===== src/rtl/umr_pkg.sv =====
package umr_pkg;
  typedef enum logic [1:0] {
    UMR_NORMAL = 2'b00,
    UMR_ECHO   = 2'b01,
    UMR_LOCAL  = 2'b10,
    UMR_REMOTE = 2'b11
  } umr_mode_e;

  // True for the two routings that resend the received line.
  function automatic logic umr_is_echo(input logic [1:0] m);
    return (m == UMR_ECHO) || (m == UMR_REMOTE);
  endfunction

  // Exit that must be deferred: echo -> non-echo inside the stop window.
  function automatic logic umr_defer_exit(input logic [1:0] cur, input logic [1:0] nxt,
                                          input logic tx_on, input logic in_window);
    return umr_is_echo(cur) && !umr_is_echo(nxt) && tx_on && in_window;
  endfunction
endpackage


===== src/rtl/umr_mode_ctrl.sv =====
module umr_mode_ctrl
  import umr_pkg::*;
(
  input  logic       clk,
  input  logic       rst_n,
  input  logic [1:0] mode_in,
  input  logic       tx_en,
  input  logic       rx_bit_tick,
  input  logic       rx_stop_seen,
  output logic [1:0] mode_q,
  output logic [1:0] hold_mode_q,
  output logic       hold_q
);
  logic stop_win_q;
  logic defer_now;
  logic hold_release;

  assign defer_now    = umr_defer_exit(mode_q, mode_in, tx_en, stop_win_q || rx_stop_seen);
  assign hold_release = umr_is_echo(mode_in) || (rx_bit_tick && !rx_stop_seen);

  always_ff @(posedge clk or negedge rst_n) begin
    if (!rst_n) begin
      mode_q      <= UMR_NORMAL;
      hold_mode_q <= UMR_NORMAL;
      hold_q      <= 1'b0;
      stop_win_q  <= 1'b0;
    end else begin
      mode_q <= mode_in;
      if (rx_stop_seen)     stop_win_q <= 1'b1;
      else if (rx_bit_tick) stop_win_q <= 1'b0;
      if (defer_now) begin
        hold_q      <= 1'b1;
        hold_mode_q <= mode_q;
      end else if (hold_release) begin
        hold_q      <= 1'b0;
      end
    end
  end
endmodule


===== src/rtl/umr_echo_reg.sv =====
module umr_echo_reg (
  input  logic clk,
  input  logic rst_n,
  input  logic rxd_pin,
  input  logic rx_bit_tick,
  input  logic rx_en,
  output logic echo_q
);
  always_ff @(posedge clk or negedge rst_n) begin
    if (!rst_n)           echo_q <= 1'b1;
    else if (!rx_en)      echo_q <= 1'b1;
    else if (rx_bit_tick) echo_q <= rxd_pin;
  end
endmodule


===== src/rtl/umr_path_mux.sv =====
module umr_path_mux
  import umr_pkg::*;
#(
  parameter int ERR_W = 3
) (
  input  logic [1:0]       tx_mode,
  input  logic [1:0]       rx_mode,
  input  logic             echo_q,
  input  logic             rxd_pin,
  input  logic             tx_serial,
  input  logic             tx_rdy_raw,
  input  logic             tx_emt_raw,
  input  logic             cpu_tx_wr,
  input  logic             rx_char_valid,
  input  logic [ERR_W-1:0] rx_err_raw,
  output logic             txd_pin,
  output logic             rx_serial_in,
  output logic             tx_clk_from_rx,
  output logic             rx_clk_from_tx,
  output logic             tx_rdy,
  output logic             tx_emt,
  output logic             tx_wr,
  output logic             rx_char_to_cpu,
  output logic             rx_check_en,
  output logic [ERR_W-1:0] rx_err
);
  logic tx_echo;
  logic rx_remote;

  assign tx_echo   = umr_is_echo(tx_mode);
  assign rx_remote = (rx_mode == UMR_REMOTE);

  always_comb begin
    unique case (tx_mode)
      UMR_LOCAL:            txd_pin = 1'b1;
      UMR_ECHO, UMR_REMOTE: txd_pin = echo_q;
      default:              txd_pin = tx_serial;
    endcase
  end

  assign rx_serial_in   = (rx_mode == UMR_LOCAL) ? tx_serial : rxd_pin;
  assign rx_clk_from_tx = (rx_mode == UMR_LOCAL);
  assign tx_clk_from_rx = tx_echo;
  assign tx_rdy         = tx_rdy_raw & ~tx_echo;
  assign tx_emt         = tx_emt_raw & ~tx_echo;
  assign tx_wr          = cpu_tx_wr  & ~tx_echo;
  assign rx_char_to_cpu = rx_char_valid & ~rx_remote;
  assign rx_check_en    = ~rx_remote;
  assign rx_err         = rx_remote ? '0 : rx_err_raw;
endmodule


===== src/rtl/uart_mode_router.sv =====
module uart_mode_router
  import umr_pkg::*;
#(
  parameter int ERR_W = 3
) (
  input  logic             clk,
  input  logic             rst_n,
  input  logic [1:0]       mode_in,
  input  logic             rxd_pin,
  input  logic             tx_serial,
  input  logic             rx_bit_tick,
  input  logic             rx_stop_seen,
  input  logic             tx_en,
  input  logic             rx_en,
  input  logic             tx_rdy_raw,
  input  logic             tx_emt_raw,
  input  logic             cpu_tx_wr,
  input  logic             rx_char_valid,
  input  logic [ERR_W-1:0] rx_err_raw,
  output logic             txd_pin,
  output logic             rx_serial_in,
  output logic             tx_clk_from_rx,
  output logic             rx_clk_from_tx,
  output logic             tx_rdy,
  output logic             tx_emt,
  output logic             tx_wr,
  output logic             rx_char_to_cpu,
  output logic             rx_check_en,
  output logic [ERR_W-1:0] rx_err,
  output logic             echo_hold
);
  logic [1:0] mode_q;
  logic [1:0] hold_mode_q;
  logic       hold_q;
  logic       echo_q;
  logic [1:0] tx_side_mode;

  umr_mode_ctrl u_ctrl (
    .clk(clk), .rst_n(rst_n), .mode_in(mode_in), .tx_en(tx_en),
    .rx_bit_tick(rx_bit_tick), .rx_stop_seen(rx_stop_seen),
    .mode_q(mode_q), .hold_mode_q(hold_mode_q), .hold_q(hold_q)
  );

  umr_echo_reg u_echo (
    .clk(clk), .rst_n(rst_n), .rxd_pin(rxd_pin),
    .rx_bit_tick(rx_bit_tick), .rx_en(rx_en), .echo_q(echo_q)
  );

  // Transmit half keeps the old echo routing while the hold is set.
  assign tx_side_mode = hold_q ? hold_mode_q : mode_q;
  assign echo_hold    = hold_q;

  umr_path_mux #(.ERR_W(ERR_W)) u_mux (
    .tx_mode(tx_side_mode), .rx_mode(mode_q), .echo_q(echo_q),
    .rxd_pin(rxd_pin), .tx_serial(tx_serial),
    .tx_rdy_raw(tx_rdy_raw), .tx_emt_raw(tx_emt_raw), .cpu_tx_wr(cpu_tx_wr),
    .rx_char_valid(rx_char_valid), .rx_err_raw(rx_err_raw),
    .txd_pin(txd_pin), .rx_serial_in(rx_serial_in),
    .tx_clk_from_rx(tx_clk_from_rx), .rx_clk_from_tx(rx_clk_from_tx),
    .tx_rdy(tx_rdy), .tx_emt(tx_emt), .tx_wr(tx_wr),
    .rx_char_to_cpu(rx_char_to_cpu), .rx_check_en(rx_check_en), .rx_err(rx_err)
  );
endmodule


===== config.mk =====
export PLATFORM = sky130hd
export DESIGN_NAME = uart_mode_router
export DESIGN_NICKNAME = d
export VERILOG_FILES = /design/src/rtl/umr_pkg.sv /design/src/rtl/umr_mode_ctrl.sv /design/src/rtl/umr_echo_reg.sv /design/src/rtl/umr_path_mux.sv /design/src/rtl/uart_mode_router.sv
export SDC_FILE = /design/constraint.sdc
export NUM_CORES = 1
export LEC_CHECK = 0
export BUFFER_PORTS_ARGS = -buffer_cell sky130_fd_sc_hd__buf_2
export CAP_MARGIN = 20
export CORE_AREA = 2 2 39 41
export CTS_BUF_LIST = sky130_fd_sc_hd__clkbuf_16
export DETAILED_ROUTE_END_ITERATION = 8
export DIE_AREA = 0 0 41 43
export GPL_TIMING_DRIVEN = 0
export PLACE_DENSITY = 0.67
export SKIP_CTS_REPAIR_TIMING = 1
export SYNTH_ARGS = -nofsm -noshare
export SYNTH_HDL_FRONTEND = slang
export SYNTH_SLANG_ARGS = --single-unit
export TNS_END_PERCENT = 100

===== constraint.sdc =====
create_clock -name clk -period 3.2 [get_ports clk]
set_clock_uncertainty 0.05 [all_clocks]
set_input_delay 0.16 -clock clk [delete_from_list [all_inputs] [get_ports clk]]
set_output_delay 0.16 -clock clk [all_outputs]
set_load 0.01 [all_outputs]

# Word level (Yosys, flattened, before mapping)

Index checks and enable logic that the tools add are counted.

Register bits: 7
Output and inout port bits: 13
Logic and storage cells: 44

Eq/ne operators: 9
Muxes and demuxes: 10
Bitwise gates (word level): 6
Reduce and logical (&&, ||, !) cells: 14

Operators by type and width:

| cell                                                 | number |
|---|---|
| equality test 2 bit (second input constant)          | 5 |
| two-way mux 1 bit                                    | 7 |
| equality test 2 x 1 -> 1 bit (second input constant) | 3 |
| logical OR 1 bit                                     | 5 |
| AND 1 bit                                            | 4 |
| logical AND 1 bit                                    | 4 |
| nonzero test 2 bit                                   | 2 |
| two-way mux 3 bit                                    | 1 |
| logical NOT 1 bit                                    | 2 |
| two-way mux 2 bit                                    | 1 |
| inequality test 2 bit (second input constant)        | 1 |
| NOT 1 bit                                            | 2 |
| one-hot mux 1 bit (2 select lines)                   | 1 |
| OR reduction 2 bit                                   | 1 |

# Logic depth before layout (Yosys ltp)

Gate-level depths: netlist (run 1).

Depth in word-level cells: 7
Depth in mapped cells: 3

# By module

From an unflattened synthesis (run 1), not the netlist that was laid out.

Cells, all modules: 33
Area total of the unflattened synthesis: 367.9 um2

Modules (own cells, without submodules):

| module           | instances | cells an instance | area each (um2) | sequential area each (um2) |
|---|---|---|---|---|
| umr_mode_ctrl    | 1         | 14                | 212.7           | 150.1 |
| umr_path_mux     | 1         | 14                | 92.6            | 0.0 |
| umr_echo_reg     | 1         | 3                 | 40.0            | 26.3 |
| uart_mode_router | 1         | 2                 | 22.5            | 0.0 |

# Least setup slack after synthesis (run 1)

OpenSTA, ideal clock, no wires.

Path kind: register -> output
Start: reg u_ctrl.hold_q
End: out txd_pin
Arrival time: 1.017 ns
Data required time: 2.990 ns
Setup slack: 1.973 ns
Cell stages (with the launch flop): 4
Cells stage by stage: dfrtp_1 > mux2i_2 > nor2_1 > a21oi_1

Cells in the longest elaborated chain, start to end: 4

RTL lines:

| element                                                                    | line                   | source |
|---|---|---|
| start, declared                                                            | umr_mode_ctrl.sv:12    | `output logic hold_q` |
| start signal, assigned                                                     | umr_mode_ctrl.sv:25    | `hold_q <= 1'b0;` |
| start signal, assigned                                                     | umr_mode_ctrl.sv:32    | `hold_q <= 1'b1;` |
| start signal, assigned                                                     | umr_mode_ctrl.sv:35    | `hold_q <= 1'b0;` |
| two-way mux 2 bit *                                                        | uart_mode_router.sv:50 | `assign tx_side_mode = hold_q ? hold_mode_q : mode_q;` |
| equality test 2 bit / equality test 2 x 1 -> 1 bit (equally long branches) | umr_path_mux.sv:34     | `unique case (tx_mode)` |
| OR reduction 2 bit                                                         | umr_path_mux.sv:34     |  |
| one-hot mux 1 bit (2 select lines) *                                       | umr_path_mux.sv:34     |  |
| end, declared                                                              | uart_mode_router.sv:20 | `output logic txd_pin,` |

Every way passes the cells marked *; elsewhere a longest branch is shown, timed or not.

# Worst setup path after layout (run 1)

Ends and elaborated chain as after synthesis.

==> flow_summary.toml, run 1 <==
[setup_path]
slowest_delay_ns = 0.42
worstPathMaxFanout = 6
reg2reg_to = "u_ctrl.hold_mode_q[1]"
cp-end-kind = "primary output"
reg2regPathDepth = 2
cp_slowest_cell = "dfrtp_1"
worstPathRequired_ns = 2.99
path_class = "reg2out"
reg2reg_slack_ns = 2.05
reg2reg_from = "u_ctrl.mode_q[0]"
path_cells = "mux2i_2 > nor2_1 > a21oi_1 > buf_2"
cp-start-kind = "flip-flop"
arrival_ns = 1.31

[finish]
final_common_cell = "buf_2"
layout_common_cells = "buf_2 (29), and2_1 (7), dfrtp_1 (6), inv_1 (4), clkbuf_16 (3)"
fin_area_sq_um = 623
final.fill_count = 133
final_nets = 86
drive_above_1_share = 0.529
final_util = 0.450
area_growth_pct = 73.5
n_antenna_cell = 0

[routing]
drt_iter0_drc = 0
via_per_inst = 4.33
routed_wirelength_microns = 821
post-route-drc-count = 0
firstDrtPassIters = 1
via_count = 364
antenna_left = 0
wl_per_cell_microns = 9.77

[sta]
period_minus_slack_ns = 1.52
finalSetupTns_ns = 0
clock.fmax_mhz = 656
rsz0062_at_grt = "no"
worstMarginPinSlew_ns = 0.287
timing.hold.ws_ns = -0.00410
slew_violations = 0
maxSlewHeadroom = 0.805
hold_viol = 1
finalSetupViolCount = 0
period_share = 0.476

[global_route]
grt_overflow = 0
grt_max_degree = 8
grt_pass1_vias = 332
grt_usage = 0.107
antenna_found_initial = 0
grt_pass1_wl_microns = 1210

[run]
max_cap_violations = 0

[cts]
cts_tree = "built"
htreeDepth = 1
cts_inserted_buffers = 3
clk_pin_slew_ns = 0.04
cts-root-buf = "clkbuf_16"
numClockSinks = 7
clock_latency_ns = 0.23
clk_path_buf_depth = 2

[pwr]
power_density_mw_per_mm2 = 578
p_leak_nw = 0.330
vdd_drop_max_v = 0.000281
power_w = 0.000360

[die]
die_x_microns = 41
die_area_sq_mm = 0.00176
die_h_microns = 43
rows = 14
top_level_ports = 30
core_sq_mm = 0.00138
initial_core_util = 0.259

[place]
gp_congestion = 0.759
io_buffers = 29
dpl_cell_area_sq_um = 524

[worst_hold_path]
hold_start = "rx_en"
worstHoldEndpoint = "u_echo.echo_q"
whs_path_depth = 2
min_path_type = "in2reg"

[logic_synthesis]
avgSynthCellArea_sq_um = 10.9
ys_seq_area_frac = 0.491
ys_ff_latch = 7
synthCells = 33
syn_nets = 50
ys_types = 19
synth_area_sq_um = 359
ys_warn_count = 0

[outcome]
violations = "hold timing"
status = "complete, but fails checks"
-- registers in the layout (all words and copies together), names as in the netlist --
signal / cells
u_ctrl.hold_mode_q: 2
u_ctrl.mode_q: 2
u_ctrl.hold_q: 1
u_ctrl.stop_win_q: 1
u_echo.echo_q: 1
-- how the worst max path moves through the flow --
stage,cells after the start,endpoint,slack (ns),startpoint
after detailed placement,4,txd_pin,1.91,u_ctrl.hold_q
after global placement,4,txd_pin,1.90,u_ctrl.hold_q
after floorplan,3,txd_pin,1.97,u_ctrl.hold_q
final,4,txd_pin,1.68,u_ctrl.hold_q
after global routing,4,txd_pin,1.54,u_ctrl.hold_q
after CTS,4,txd_pin,1.66,u_ctrl.hold_q
-- cell families after synthesis --
logic type      synth area share
simple gates               0.230
flops                      0.491
compound gates             0.108
mux                        0.139
buf+inv                   0.0314
-- power by group --
group / switching [W] / internal [W] / leakage, nW / total [W]
Sequential: 0.00000542 / 0.0000962 / 0.0786 / 0.000102
Combinational: 0.0000220 / 0.0000287 / 0.209 / 0.0000507
Clock: 0.0000458 / 0.000162 / 0.0423 / 0.000208
-- worst max-delay path, delay by kind of cell, from the launching register on --
kind / cells / cell delay (ns)
compound gates: 1 / 0.11
buf+inv: 1 / 0.14
simple gates: 1 / 0.07
mux: 1 / 0.34
flops: 1 / 0.42
-- area by class of cell --
| class | count | area (sq um) | area share |
|---|---|---|---|
| Clock buffer | 3 | 75.1 | 0.120 |
| Clock inverter | 1 | 3.75 | 0.00602 |
| Inverter | 3 | 11.3 | 0.0181 |
| Multi-Input combinational cell | 23 | 171 | 0.275 |
| Sequential cell | 7 | 176 | 0.283 |
| Tap cell | 16 | 20.0 | 0.0321 |
| Timing Repair Buffer | 31 | 165 | 0.265 |
-- synthesized netlist by cell type, drive strengths merged --
cell type | count | area [sq um]
o2111a | 1 | 11.3
a21oi | 1 | 5.00
nor2b | 2 | 15.0
and2 | 7 | 43.8
nand2b | 1 | 6.26
mux2 | 2 | 26.3
dfrtp | 6 | 150
nand2 | 2 | 7.51
nor2 | 1 | 3.75
inv | 3 | 11.3
dfstp | 1 | 26.3
or2 | 1 | 6.26
a211oi | 1 | 7.51
a21o | 1 | 7.51
mux2i | 2 | 23.8
o211ai | 1 | 7.51
-- layer usage --
| metal | track usage | wire length, microns | share of wire |
|---|---|---|---|
| met1 | 0.100 | 355 | 0.43 |
| met2 | 0.169 | 345 | 0.42 |
| met3 | 0.0628 | 100 | 0.12 |
| met4 | 0.0600 | 19 | 0.023 |
| met5 | 0 | 0 | 0 |
-- per-stage QoR --
| step | setup WS [ns] | cells |
|---|---|---|
| 6_report | 1.68 | 84 |
| 5_1_grt | 1.54 | 84 |
| 4_1_cts | 1.66 | 82 |
| 3_5_place_dp | 1.91 | 78 |
| 3_3_place_gp | 1.90 | 78 |
| 2_1_floorplan | 1.97 | 33 |
No activity file was read; power rests on OpenSTA's default activity.
==> run 2: changes to the inputs <==
Settings changed: PLACE_DENSITY 0.67 to 0.69.
Clock period 3.2 ns to 1.3 ns, I/O delays scaled along.
==> flow_summary.toml, run 2 (synthesis results as in run 1) <==
[outcome]
status = "complete, but fails checks"
violations = "setup timing"

[sta]
period_share = 1.04
clock.fmax_mhz = 739
maxSlewHeadroom = 0.862
timing.hold.ws_ns = 0.0359
finalSetupViolCount = 5
worstMarginPinSlew_ns = 0.203
period_minus_slack_ns = 1.35
slew_violations = 0
hold_viol = 0
worst_slack_ns = -0.0525
rsz0062_at_grt = "yes"
finalSetupTns_ns = -0.120

[routing]
routed_wirelength_microns = 875
drt_iter0_drc = 1
via_count = 388
antenna_left = 0
wl_per_cell_microns = 9.83
via_per_inst = 4.36
firstDrtPassIters = 2
post-route-drc-count = 0

[global_route]
grt_usage = 0.111
grt_pass1_vias = 291
antenna_found_initial = 0
grt_pass1_wl_microns = 1150
grt_overflow = 0
grt_max_degree = 8

[die]
core_sq_mm = 0.00138
die_x_microns = 41
top_level_ports = 30
die_h_microns = 43
initial_core_util = 0.259
rows = 14
die_area_sq_mm = 0.00176

[setup_path]
cp-end-kind = "primary output"
reg2reg_from = "u_ctrl.mode_q[0]"
path_class = "reg2out"
worstPathRequired_ns = 1.19
cp-start-kind = "flip-flop"
reg2reg_to = "u_ctrl.hold_mode_q[1]"
reg2reg_slack_ns = 0.03
reg2regPathDepth = 3
cp_slowest_cell = "dfrtp_2"
slowest_delay_ns = 0.40
path_cells = "mux2i_4 > nor2_1 > a21oi_1 > buf_2"
arrival_ns = 1.24
worstPathMaxFanout = 6

[pwr]
power_density_mw_per_mm2 = 1310
vdd_drop_max_v = 0.000785
p_leak_nw = 0.362

[cts]
clk_pin_slew_ns = 0.03
clk_path_buf_depth = 2
cts_tree = "built"
numClockSinks = 7
cts_inserted_buffers = 3
cts-root-buf = "clkbuf_16"
htreeDepth = 1
clock_latency_ns = 0.23

[place]
dpl_cell_area_sq_um = 524
io_buffers = 29
gp_congestion = 0.675
dp_hpwl_microns = 674

[finish]
final.fill_count = 140
top_regs = "u_ctrl.hold_mode_q (2), u_ctrl.mode_q (2)"
n_antenna_cell = 0
final_common_cell = "buf_2"
fin_area_sq_um = 694
drive_above_1_share = 0.562
layout_common_cells = "buf_2 (28), and2_1 (7), dlygate4sd3_1 (5), inv_1 (4), dfrtp_1 (4)"
area_growth_pct = 93.4
final_nets = 91

[worst_hold_path]
worstHoldEndpoint = "u_echo.echo_q"
min_path_type = "in2reg"
hold_start = "rxd_pin"
whs_path_depth = 3

[run]
max_cap_violations = 0
==> run 2: stage by stage <==
stage	util	setup WS, ns	instances	total power [W]
floorplan	-	0.168	33	0.000312
global placement	0.379	0.114	78	0.000372
detailed placement	0.379	0.110	78	0.000374
CTS	0.436	-0.138	82	0.000891
global route	0.502	-0.179	89	0.000948
finish	0.502	-0.0525	89	0.000907
==> run 2: critical path, delay by kind of cell (launching register included) <==
kind / cells / cell delay (ns)
compound gates: 1 / 0.11
buf+inv: 1 / 0.14
flops: 1 / 0.40
mux: 1 / 0.29
simple gates: 1 / 0.07
==> run 2: layout make-up <==
class | count | area, sq um | share of cell area
clock buffers | 3 | 75.1 | 0.108
clock inverters | 1 | 3.75 | 0.00541
inverters | 3 | 11.3 | 0.0162
multi-input cells | 23 | 189 | 0.272
flip-flops and latches | 7 | 179 | 0.258
well taps | 16 | 20.0 | 0.0288
repair buffers | 36 | 216 | 0.312
==> run 2: routing by layer <==
metal  vias up  share of wire  global-route usage
met5         -              0                   0
met4         0          0.033               0.140
met3         4           0.11              0.0471
met2        22           0.44               0.131
met1       172           0.42               0.123
li1        190              -                   -
==> run 2: report_power, final <==
part / switching [W] / leakage [nW] / internal, W
clock: 0.000109 / 0.0423 / 0.000399
sequential: 0.0000143 / 0.0761 / 0.000238
combinational: 0.0000581 / 0.243 / 0.0000890
total: 0.000181 / 0.362 / 0.000726
==> run 2: how the worst max path moves through the flow <==
stage	cells past startpoint	slack [ns]	endpoint	from
6_report	4	-0.05	txd_pin	u_ctrl.hold_q
5_1_grt	4	-0.18	txd_pin	u_ctrl.hold_q
4_1_cts	4	-0.14	txd_pin	u_ctrl.hold_q
3_5_place_dp	4	0.11	txd_pin	u_ctrl.hold_q
3_3_place_gp	4	0.11	txd_pin	u_ctrl.hold_q
2_1_floorplan	3	0.17	txd_pin	u_ctrl.hold_q
